==> src/rtl/frx_pkg.sv <==
package frx_pkg;

  // Receive states for one serial character
  typedef enum logic [2:0] {
    RX_IDLE,
    RX_START,
    RX_DATA,
    RX_STOP,
    RX_BREAK
  } rx_state_e;

endpackage

==> src/rtl/frx_tick_gen.sv <==
module frx_tick_gen #(
  parameter int DIV = 651
) (
  input  logic clk,
  input  logic rst,
  output logic tick
);

  localparam int W = (DIV > 1) ? $clog2(DIV) : 1;

  logic [W-1:0] cnt;

  always_ff @(posedge clk) begin
    if (rst) begin
      cnt  <= '0;
      tick <= 1'b0;
    end else if (cnt == W'(DIV - 1)) begin
      cnt  <= '0;
      tick <= 1'b1;
    end else begin
      cnt  <= cnt + W'(1);
      tick <= 1'b0;
    end
  end

endmodule

==> src/rtl/frx_char_rx.sv <==
module frx_char_rx
  import frx_pkg::*;
#(
  parameter int OS = 16,
  parameter int DW = 8
) (
  input  logic          clk,
  input  logic          rst,
  input  logic          tick,
  input  logic          rxd,
  output logic          done,
  output logic [DW-1:0] data,
  output logic          mark,
  output logic          stop_ok
);

  localparam int SW  = $clog2(OS);
  localparam int MID = OS / 2 - 1;
  localparam int NB  = DW + 1;
  localparam int IW  = $clog2(NB + 1);

  logic [1:0]    meta;
  logic          line;
  rx_state_e     state;
  logic [SW-1:0] scnt;
  logic [IW-1:0] bcnt;
  logic [NB-1:0] shreg;

  // two-flop synchronizer, idle high
  always_ff @(posedge clk) begin
    if (rst) meta <= 2'b11;
    else     meta <= {meta[0], rxd};
  end
  assign line = meta[1];

  always_ff @(posedge clk) begin
    if (rst) begin
      state   <= RX_IDLE;
      scnt    <= '0;
      bcnt    <= '0;
      shreg   <= '0;
      done    <= 1'b0;
      data    <= '0;
      mark    <= 1'b0;
      stop_ok <= 1'b0;
    end else begin
      done <= 1'b0;
      if (tick) begin
        case (state)
          RX_IDLE: begin
            if (!line) begin
              state <= RX_START;
              scnt  <= '0;
            end
          end
          RX_START: begin
            if (scnt == SW'(MID)) begin
              scnt <= '0;
              bcnt <= '0;
              state <= line ? RX_IDLE : RX_DATA;
            end else begin
              scnt <= scnt + SW'(1);
            end
          end
          RX_DATA: begin
            if (scnt == SW'(OS - 1)) begin
              scnt  <= '0;
              shreg <= {line, shreg[NB-1:1]};
              if (bcnt == IW'(NB - 1)) state <= RX_STOP;
              else                     bcnt  <= bcnt + IW'(1);
            end else begin
              scnt <= scnt + SW'(1);
            end
          end
          RX_STOP: begin
            if (scnt == SW'(OS - 1)) begin
              scnt    <= '0;
              done    <= 1'b1;
              data    <= shreg[DW-1:0];
              mark    <= shreg[NB-1];
              stop_ok <= line;
              state   <= line ? RX_IDLE : RX_BREAK;
            end else begin
              scnt <= scnt + SW'(1);
            end
          end
          RX_BREAK: begin
            if (line) state <= RX_IDLE;
          end
          default: state <= RX_IDLE;
        endcase
      end
    end
  end

endmodule

==> src/rtl/frx_frame_asm.sv <==
module frx_frame_asm #(
  parameter int DW  = 8,
  parameter int NCH = 4
) (
  input  logic              clk,
  input  logic              rst,
  input  logic              char_done,
  input  logic [DW-1:0]     char_data,
  input  logic              char_mark,
  input  logic              char_stop_ok,
  output logic [DW*NCH-1:0] word,
  output logic              word_valid,
  output logic              synced,
  output logic              sync_err
);

  localparam int IXW = $clog2(NCH);
  localparam int PW  = DW * (NCH - 1);

  logic [IXW-1:0] idx;
  logic [PW-1:0]  part;
  logic           exp_mark, fault, lock, take, last;

  always_comb begin
    exp_mark = (idx == '0);
    fault    = char_done && synced &&
               (!char_stop_ok || (char_mark != exp_mark));
    lock     = char_done && !synced && char_mark && char_stop_ok;
    take     = char_done && synced && !fault;
    last     = take && (idx == IXW'(NCH - 1));
  end

  // holding slots for the leading characters of a frame
  genvar k;
  generate
    for (k = 0; k < NCH - 1; k++) begin : g_slot
      logic [DW-1:0] slot;
      logic          load;
      assign load = (k == 0 && lock) ||
                    (take && !last && idx == IXW'(k));
      always_ff @(posedge clk) begin
        if (rst)       slot <= '0;
        else if (load) slot <= char_data;
      end
      assign part[k*DW +: DW] = slot;
    end
  endgenerate

  always_ff @(posedge clk) begin
    if (rst) begin
      idx        <= '0;
      word       <= '0;
      word_valid <= 1'b0;
      synced     <= 1'b0;
      sync_err   <= 1'b0;
    end else begin
      word_valid <= 1'b0;
      sync_err   <= 1'b0;
      if (lock) begin
        synced <= 1'b1;
        idx    <= IXW'(1);
      end else if (fault) begin
        synced   <= 1'b0;
        sync_err <= 1'b1;
        idx      <= '0;
      end else if (last) begin
        word       <= {char_data, part};
        word_valid <= 1'b1;
        idx        <= '0;
      end else if (take) begin
        idx <= idx + IXW'(1);
      end
    end
  end

endmodule

==> src/rtl/frame_marker_rx.sv <==
module frame_marker_rx #(
  parameter int CLKS_PER_SAMPLE = 651,
  parameter int OVERSAMPLE      = 16,
  parameter int DATA_BITS       = 8,
  parameter int CHARS_PER_FRAME = 4
) (
  input  logic                                 clk,
  input  logic                                 rst,
  input  logic                                 rxd,
  output logic [DATA_BITS*CHARS_PER_FRAME-1:0] word,
  output logic                                 word_valid,
  output logic                                 synced,
  output logic                                 sync_err
);

  logic                 tick;
  logic                 c_done, c_mark, c_stop_ok;
  logic [DATA_BITS-1:0] c_data;

  frx_tick_gen #(.DIV(CLKS_PER_SAMPLE)) u_tick (
    .clk  (clk),
    .rst  (rst),
    .tick (tick)
  );

  frx_char_rx #(.OS(OVERSAMPLE), .DW(DATA_BITS)) u_char (
    .clk     (clk),
    .rst     (rst),
    .tick    (tick),
    .rxd     (rxd),
    .done    (c_done),
    .data    (c_data),
    .mark    (c_mark),
    .stop_ok (c_stop_ok)
  );

  frx_frame_asm #(.DW(DATA_BITS), .NCH(CHARS_PER_FRAME)) u_asm (
    .clk          (clk),
    .rst          (rst),
    .char_done    (c_done),
    .char_data    (c_data),
    .char_mark    (c_mark),
    .char_stop_ok (c_stop_ok),
    .word         (word),
    .word_valid   (word_valid),
    .synced       (synced),
    .sync_err     (sync_err)
  );

endmodule

==> config.mk <==
export PLATFORM = sky130hd
export DESIGN_NAME = frame_marker_rx
export DESIGN_NICKNAME = d
export VERILOG_FILES = /design/src/rtl/frx_pkg.sv /design/src/rtl/frx_tick_gen.sv /design/src/rtl/frx_char_rx.sv /design/src/rtl/frx_frame_asm.sv /design/src/rtl/frame_marker_rx.sv
export SDC_FILE = /design/constraint.sdc
export NUM_CORES = 1
export LEC_CHECK = 0
export BUFFER_PORTS_ARGS = -buffer_cell sky130_fd_sc_hd__buf_2
export CAP_MARGIN = 20
export CORE_ASPECT_RATIO = 1.75
export CORE_MARGIN = 8
export CORE_UTILIZATION = 53
export DETAILED_ROUTE_END_ITERATION = 10
export GPL_TIMING_DRIVEN = 0
export PLACE_DENSITY = 0.75
export SLEW_MARGIN = 10
export SYNTH_ARGS = -nofsm -noshare
export SYNTH_HDL_FRONTEND = slang
export SYNTH_SLANG_ARGS = --single-unit
==> constraint.sdc <==
create_clock -name clk -period 1.9 [get_ports clk]
set_input_delay 0.285 -clock clk [delete_from_list [all_inputs] [get_ports clk]]
set_output_delay 0.285 -clock clk [all_outputs]
set_load 0.05 [all_outputs]
* After elaboration in Yosys (flattened, before gate mapping)
Index checks and enable logic that the tools add are counted.
** Storage, ports and cells
- Output and inout bits :: 35
- Word-level logic and storage cells :: 109
- Register bits after elaboration :: 105
** Operators by class
- Mux-type cells :: 27
- Reduce and logical (&&, ||, !) cells :: 35
- $add $sub $neg :: 4
- Eq/ne operators :: 19
- Bitwise logic cells :: 4
** Operator list (count)
- 4-bit two-way mux :: 6
- 3-bit two-way mux :: 7
- 3-bit case mux with 5 select lines :: 1
- 4-bit case mux with 3 select lines :: 1
- 3-bit AND reduction :: 4
- 1-bit logical AND :: 11
- 10-bit by 1-bit adder with 10-bit output (second input constant) :: 1
- 10-bit == test (second input constant) :: 1
- 1-bit two-way mux :: 10
- 2-bit by 1-bit != test with 1-bit output (second input constant) :: 5
- 4-bit by 1-bit adder with 4-bit output (second input constant) :: 2
- 4-bit == test (second input constant) :: 2
- 4-bit case mux with 2 select lines :: 1
- 7-bit AND reduction :: 1
- 3-bit by 2-bit == test with 1-bit output (second input constant) :: 2
- 2-bit OR reduction :: 3
- 3-bit OR reduction :: 2
- 5-bit AND reduction :: 1
- 2-bit == test (second input constant) :: 2
- 4-bit by 3-bit == test with 1-bit output (second input constant) :: 1
- 1-bit logical NOT :: 4
- 2-bit != test (second input constant) :: 2
- 1-bit inverter :: 4
- 2-bit nonzero test :: 2
- other kinds (12) :: 13

* Logic depth before layout (Yosys ltp)
- Depth in word-level cells :: 11
- Depth in mapped cells :: 7
- Gate-level depth less buffers :: 6

* Modules after synthesis
From an unflattened synthesis, not the netlist that was laid out.
** Second synthesis, totals
- Cell total of the unflattened synthesis :: 460
- Area, all modules :: 4250.3 µm²
** By module, submodules not included
- frx_frame_asm :: area each 2342.2 µm², sequential area each 1221.2 µm², instances 1, cells an instance 255
- frx_char_rx :: area each 1432.6 µm², sequential area each 660.6 µm², instances 1, cells an instance 154
- frx_tick_gen :: area each 475.5 µm², sequential area each 220.2 µm², instances 1, cells an instance 51

* Worst setup path after synthesis
Ideal clock, no wire load.
- Kind :: reg-to-reg
- From :: register u_asm.synced
- To :: register u_asm.g_slot[2].slot[0]
- Cell stages (with the launch flop) :: 7
- Setup time :: 0.072 ns
- Arrival :: 1.881 ns
- Path buffers :: 2
- Slack :: -0.053 ns
- Path through :: dfxtp_1 clkbuf_1 nand2_1 nor4_1 and2_1 buf_2 mux2i_1
** Between the ends
- Longest elaborated chain between the ends :: 8
** Ends and longest elaborated chain
- start: declaration :: RTL line frx_frame_asm.sv:13 : output logic synced,
- start signal: assignment :: RTL line frx_frame_asm.sv:54 : synced <= 1'b0;
- start signal: assignment :: RTL line frx_frame_asm.sv:60 : synced <= 1'b1;
- start signal: assignment :: RTL line frx_frame_asm.sv:63 : synced <= 1'b0;
- 1-bit logical AND (*) :: RTL line frx_frame_asm.sv:26, frx_frame_asm.sv:29
- 1-bit logical AND :: RTL line frx_frame_asm.sv:26 : fault = char_done && synced &&
- 1-bit logical NOT :: RTL line frx_frame_asm.sv:29 : take = char_done && synced && !fault;
- 1-bit logical AND (*) :: RTL line frx_frame_asm.sv:29
- 1-bit logical AND :: RTL line frx_frame_asm.sv:30 : last = take && (idx == IXW'(NCH - 1));
- 1-bit logical NOT :: RTL line frx_frame_asm.sv:40 : (take && !last && idx == IXW'(k));
- 1-bit logical AND (*) (2 in a row) :: RTL line frx_frame_asm.sv:40
- end signal: assignment :: RTL line frx_frame_asm.sv:43 : else if (load) slot <= char_data;
- end: declaration :: RTL line frx_frame_asm.sv:37 : logic [DW-1:0] slot;
Mark *: on every way between the ends. The rest lies on a longest branch, timed or not.
A chain may end at the register's enable or synchronous reset.

* Worst setup path in the final report
- From :: register u_char.state[1]
- To :: register u_char.bcnt[3]
** Between the ends
- Longest elaborated chain between the ends :: 3
- Elaborated cells on any way between the ends :: 8
- Those cells by class :: eq/ne (5); mux (1); reduce/logical (2)
** Ends and longest elaborated chain
- start: declaration :: RTL line frx_char_rx.sv:24 : rx_state_e state;
- start signal: assignment :: RTL line frx_char_rx.sv:60 : state <= line ? RX_IDLE : RX_DATA;
- start signal: assignment :: RTL line frx_char_rx.sv:82 : state <= line ? RX_IDLE : RX_BREAK;
- 3-bit by 2-bit == test with 1-bit output or 3-bit by 1-bit == test with 1-bit output (tied branches) :: RTL line frx_char_rx.sv:49 : case (state)
- 2-bit by 1-bit != test with 1-bit output (no source line) (tied with other cells)
- 5-bit AND reduction (no source line)
- end signal: assignment :: RTL line frx_char_rx.sv:70 : else bcnt <= bcnt + IW'(1);
- end: declaration :: RTL line frx_char_rx.sv:26 : logic [IW-1:0] bcnt;
Parallel ways exist; a longest one is shown, timed or not.

==> metrics <==
Hold Path Class input pin to flop; CTS HTree Levels 3; pin count of the biggest net entering global routing 20; Pins Over Slew Limit 0; DRC viols 0; #FFs+latches synth 105; total core area between 0.007 and 0.008 sq mm; Clock Latency Late Sink roughly 0.35 ns; cell total after placement 597; Worst Reg-to-Reg Cells 5; layout cells sized above 1 a little under a fifth; crit path time final around 1.9 ns; commonest non-fill, non-tap cell in the layout dfxtp_1; Final WS setup -0.0178 ns; worst vdd ir between 600 and 700 uV; reg2reg start u_char.state[1]; Rel. slew slack between 60% and 70%; slowest stage delay, CP about 0.50 ns; Syn Nets approximately 480; pre-CTS setup slack -0.462 ns; final instance area 0.00501 sq mm; Post-synth top flop dfxtp_1; slowest stage cell, crit path or4_1; Final #Nets approximately 540; CTS tree yes; CP Capture Type flop; largest family of logic cells by synthesized area simple AND/OR/NAND/NOR gates; Unique masters post-synth 47; 1st-iter DRT viols 199; Pwr Density approximately 800 mW/mm^2; row cnt 43; I/O Pins 38; first-pass GRT wire length 16100 um; Worst setup SP type flop; FF+latch area around 0.0021 sq mm; worst-case register-to-register setup slack -0.02 ns; Overall Global Routing Usage 17.3%; xor/xnor share of the synthesized area under 10%; Yosys Warn Count 0; asr flop ratio synth 0%; drt via density around 5.5; die area approximately 0.011 sq mm; Crit path max-delay family simple AND/OR/NAND/NOR gates; Worst EP arrival 2.17 ns; vias in the first global route 3417; Final Cycle Share 101%; crit path buf inv count 1; Post-synth EDFFs 0; CTS Buf Count 9; fill cell count 644; end of the critical path u_char.bcnt[3]; simple-gate area share of the yosys netlist between 20% and 30%; RR Endpoint u_char.bcnt[3]; Post-Syn Instances 470; initial antenna violation count 0; WP depth 5; DP Area 0.00456 sq mm; Synth Area in Adders under 10%; Area Overhead vs Synth 17.8%; mux contribution to synthesized area approximately a tenth; Compound-Gate Fraction of Synth Area 8.76%; Seq/Total Area, Yosys between 40% and 50%; detailed-route via count 3387; Initial Utilization between 50% and 60%; clk_skew between 0.008 and 0.009 ns; Reg clk slew, reported paths 0.07 ns; failing checks setup timing; Final Hold Vio Count 0; RSZ-0062 raised after global routing yes; GR Overflow Total 0; dpl hpwl about 6700 um; Final setup viols 1; maximum clock rate about 520 MHz; Clock Path Buffers 2; CP startpoint u_char.state[1]; clk root buf clkbuf_16; Slew @ Worst Pin 0.565 ns; antenna fix cells 0; mapped cell area 0.00425 sq mm; worst min-delay path startpoint rxd; Max Cap Viol 0; routed length per placed instance ~16 um; commonest cells after routing, fill and taps aside dfxtp_1 (100), nand2_1 (75), nor2_1 (45); crit-path cells buf_4 > nor3b_4 > a31oi_2 > or4_1 > a221oi_1; Non-Filler Instances ~620; CP Data Required Time between 2 and 2.5 ns; Die H 135 um; Detail Route Antenna Nets 0; Detailed Route WL a little under 10000 um; I/O Buffers 37; clock sink count between 100 and 150; drt first pass iters 4; syn_area_per_cell 9.05 sq um; status finished, violations left; die width roughly 84 um; RePlAce Congestion 0.894; WS Path Type flop to flop; Multi-input gate area between 0.002 and 0.0025 sq mm; leakage around 1.9 nW; CP Max Fanout 10
==> layout make-up <==
| class | instances | area share [%] |
|---|---|---|
| flip-flops and latches | 105 | 42.1 |
| multi-input cells | 330 | 41.9 |
| clock buffers | 10 | 4.77 |
| repair buffers | 43 | 4.60 |
| plain buffers | 26 | 2.55 |
| well taps | 90 | 2.25 |
| clock inverters | 6 | 1.25 |
| inverters | 8 | 0.599 |
==> report_power, final <==
group | leakage [nW] | internal [W] | switching, W
Sequential | 0.849 | 0.00220 | 0.00000732
Combinational | 0.868 | 0.0000220 | 0.0000476
Clock | 0.148 | 0.000957 | 0.000867
Total | 1.86 | 0.00318 | 0.000922
==> worst reg2reg max path, stage by stage (launching register included) <==
cell	delay [ns]
dfxtp_1	0.36
buf_4	0.19
nor3b_4	0.31
a31oi_2	0.19
or4_1	0.50
a221oi_1	0.27
==> sequential cells by signal (all words and copies together), names as in the netlist, 2 cells and up <==
name / count
u_asm.word: 32
u_char.meta: 2
u_char.bcnt: 4
u_asm.idx: 2
u_asm.g_slot.slot: 24
u_char.scnt: 4
u_char.shreg: 9
u_char.data: 8
u_char.state: 3
u_tick.cnt: 10
==> kinds of logic after synthesis <==
logic type,count (synthesis)
mux,43
flops,105
buf+inv,35
xor+xnor,11
simple gates,201
fa+ha+maj,9
compound gates,66
==> through the flow <==
step	util, %	total power, W	hold WS, ns	setup TNS, ns
after floorplan	-	0.00231	0.389	0
after global placement	58.0	0.00233	0.398	-14.99
after detailed placement	58.0	0.00234	0.397	-16.75
after CTS	63.0	0.00414	0.115	0
after global routing	63.8	0.00424	0.128	-0.186
final	63.8	0.00411	0.121	-0.0178
==> timing repair <==
item                                    4_1_cts  5_1_grt
gates cloned                                  0        0
pin swaps                                     7        4
endpoints found under the setup margin       51       61
hold buffers                                  0        0
setup buffers                                 5        1
resized for setup                            14       13
==> worst min path at each step <==
| stage | end | depth (start not counted) |
|---|---|---|
| after global routing | u_char.meta[0] | 2 |
| after CTS | u_char.meta[0] | 2 |
| after global placement | u_char.meta[1] | 1 |
| after floorplan | u_char.meta[0] | 1 |
| final | u_char.meta[0] | 2 |
| after detailed placement | u_char.meta[1] | 1 |
==> synthesized netlist by cell type, drive strengths merged, types with 2 or more instances <==
master / number / share of area (%)
nand2b: 28 / 4.1
a21oi: 45 / 5.4
buf: 10 / 1.4
and3: 4 / 0.59
nand2: 76 / 6.7
nand4: 6 / 0.88
and2: 2 / 0.29
or4: 5 / 0.97
nand3: 11 / 1.3
nor2: 47 / 4.3
nor2b: 2 / 0.29
o21ai: 7 / 0.82
nor4b: 2 / 0.56
a21boi: 2 / 0.35
a221oi: 2 / 0.41
nor3: 3 / 0.35
dfxtp: 105 / 49
xor2: 5 / 1.0
nor4: 3 / 0.44
or2: 2 / 0.29
ha: 9 / 2.6
a31oi: 3 / 0.44
nand3b: 3 / 0.53
mux2i: 43 / 10
inv: 8 / 0.71
xnor2: 6 / 1.2
nor3b: 3 / 0.65
clkbuf: 17 / 1.5
==> routing by layer <==
| layer | track usage (%) | wire length (um) | vias up |
|---|---|---|---|
| met5 | 0 | 0 | - |
| met4 | 9.07 | 260 | 0 |
| met3 | 4.16 | 364 | 18 |
| met2 | 31.4 | 5190 | 62 |
| met1 | 17.6 | 3860 | 1615 |
| li1 | - | - | 1692 |
No activity file was read; power rests on OpenSTA's default activity.
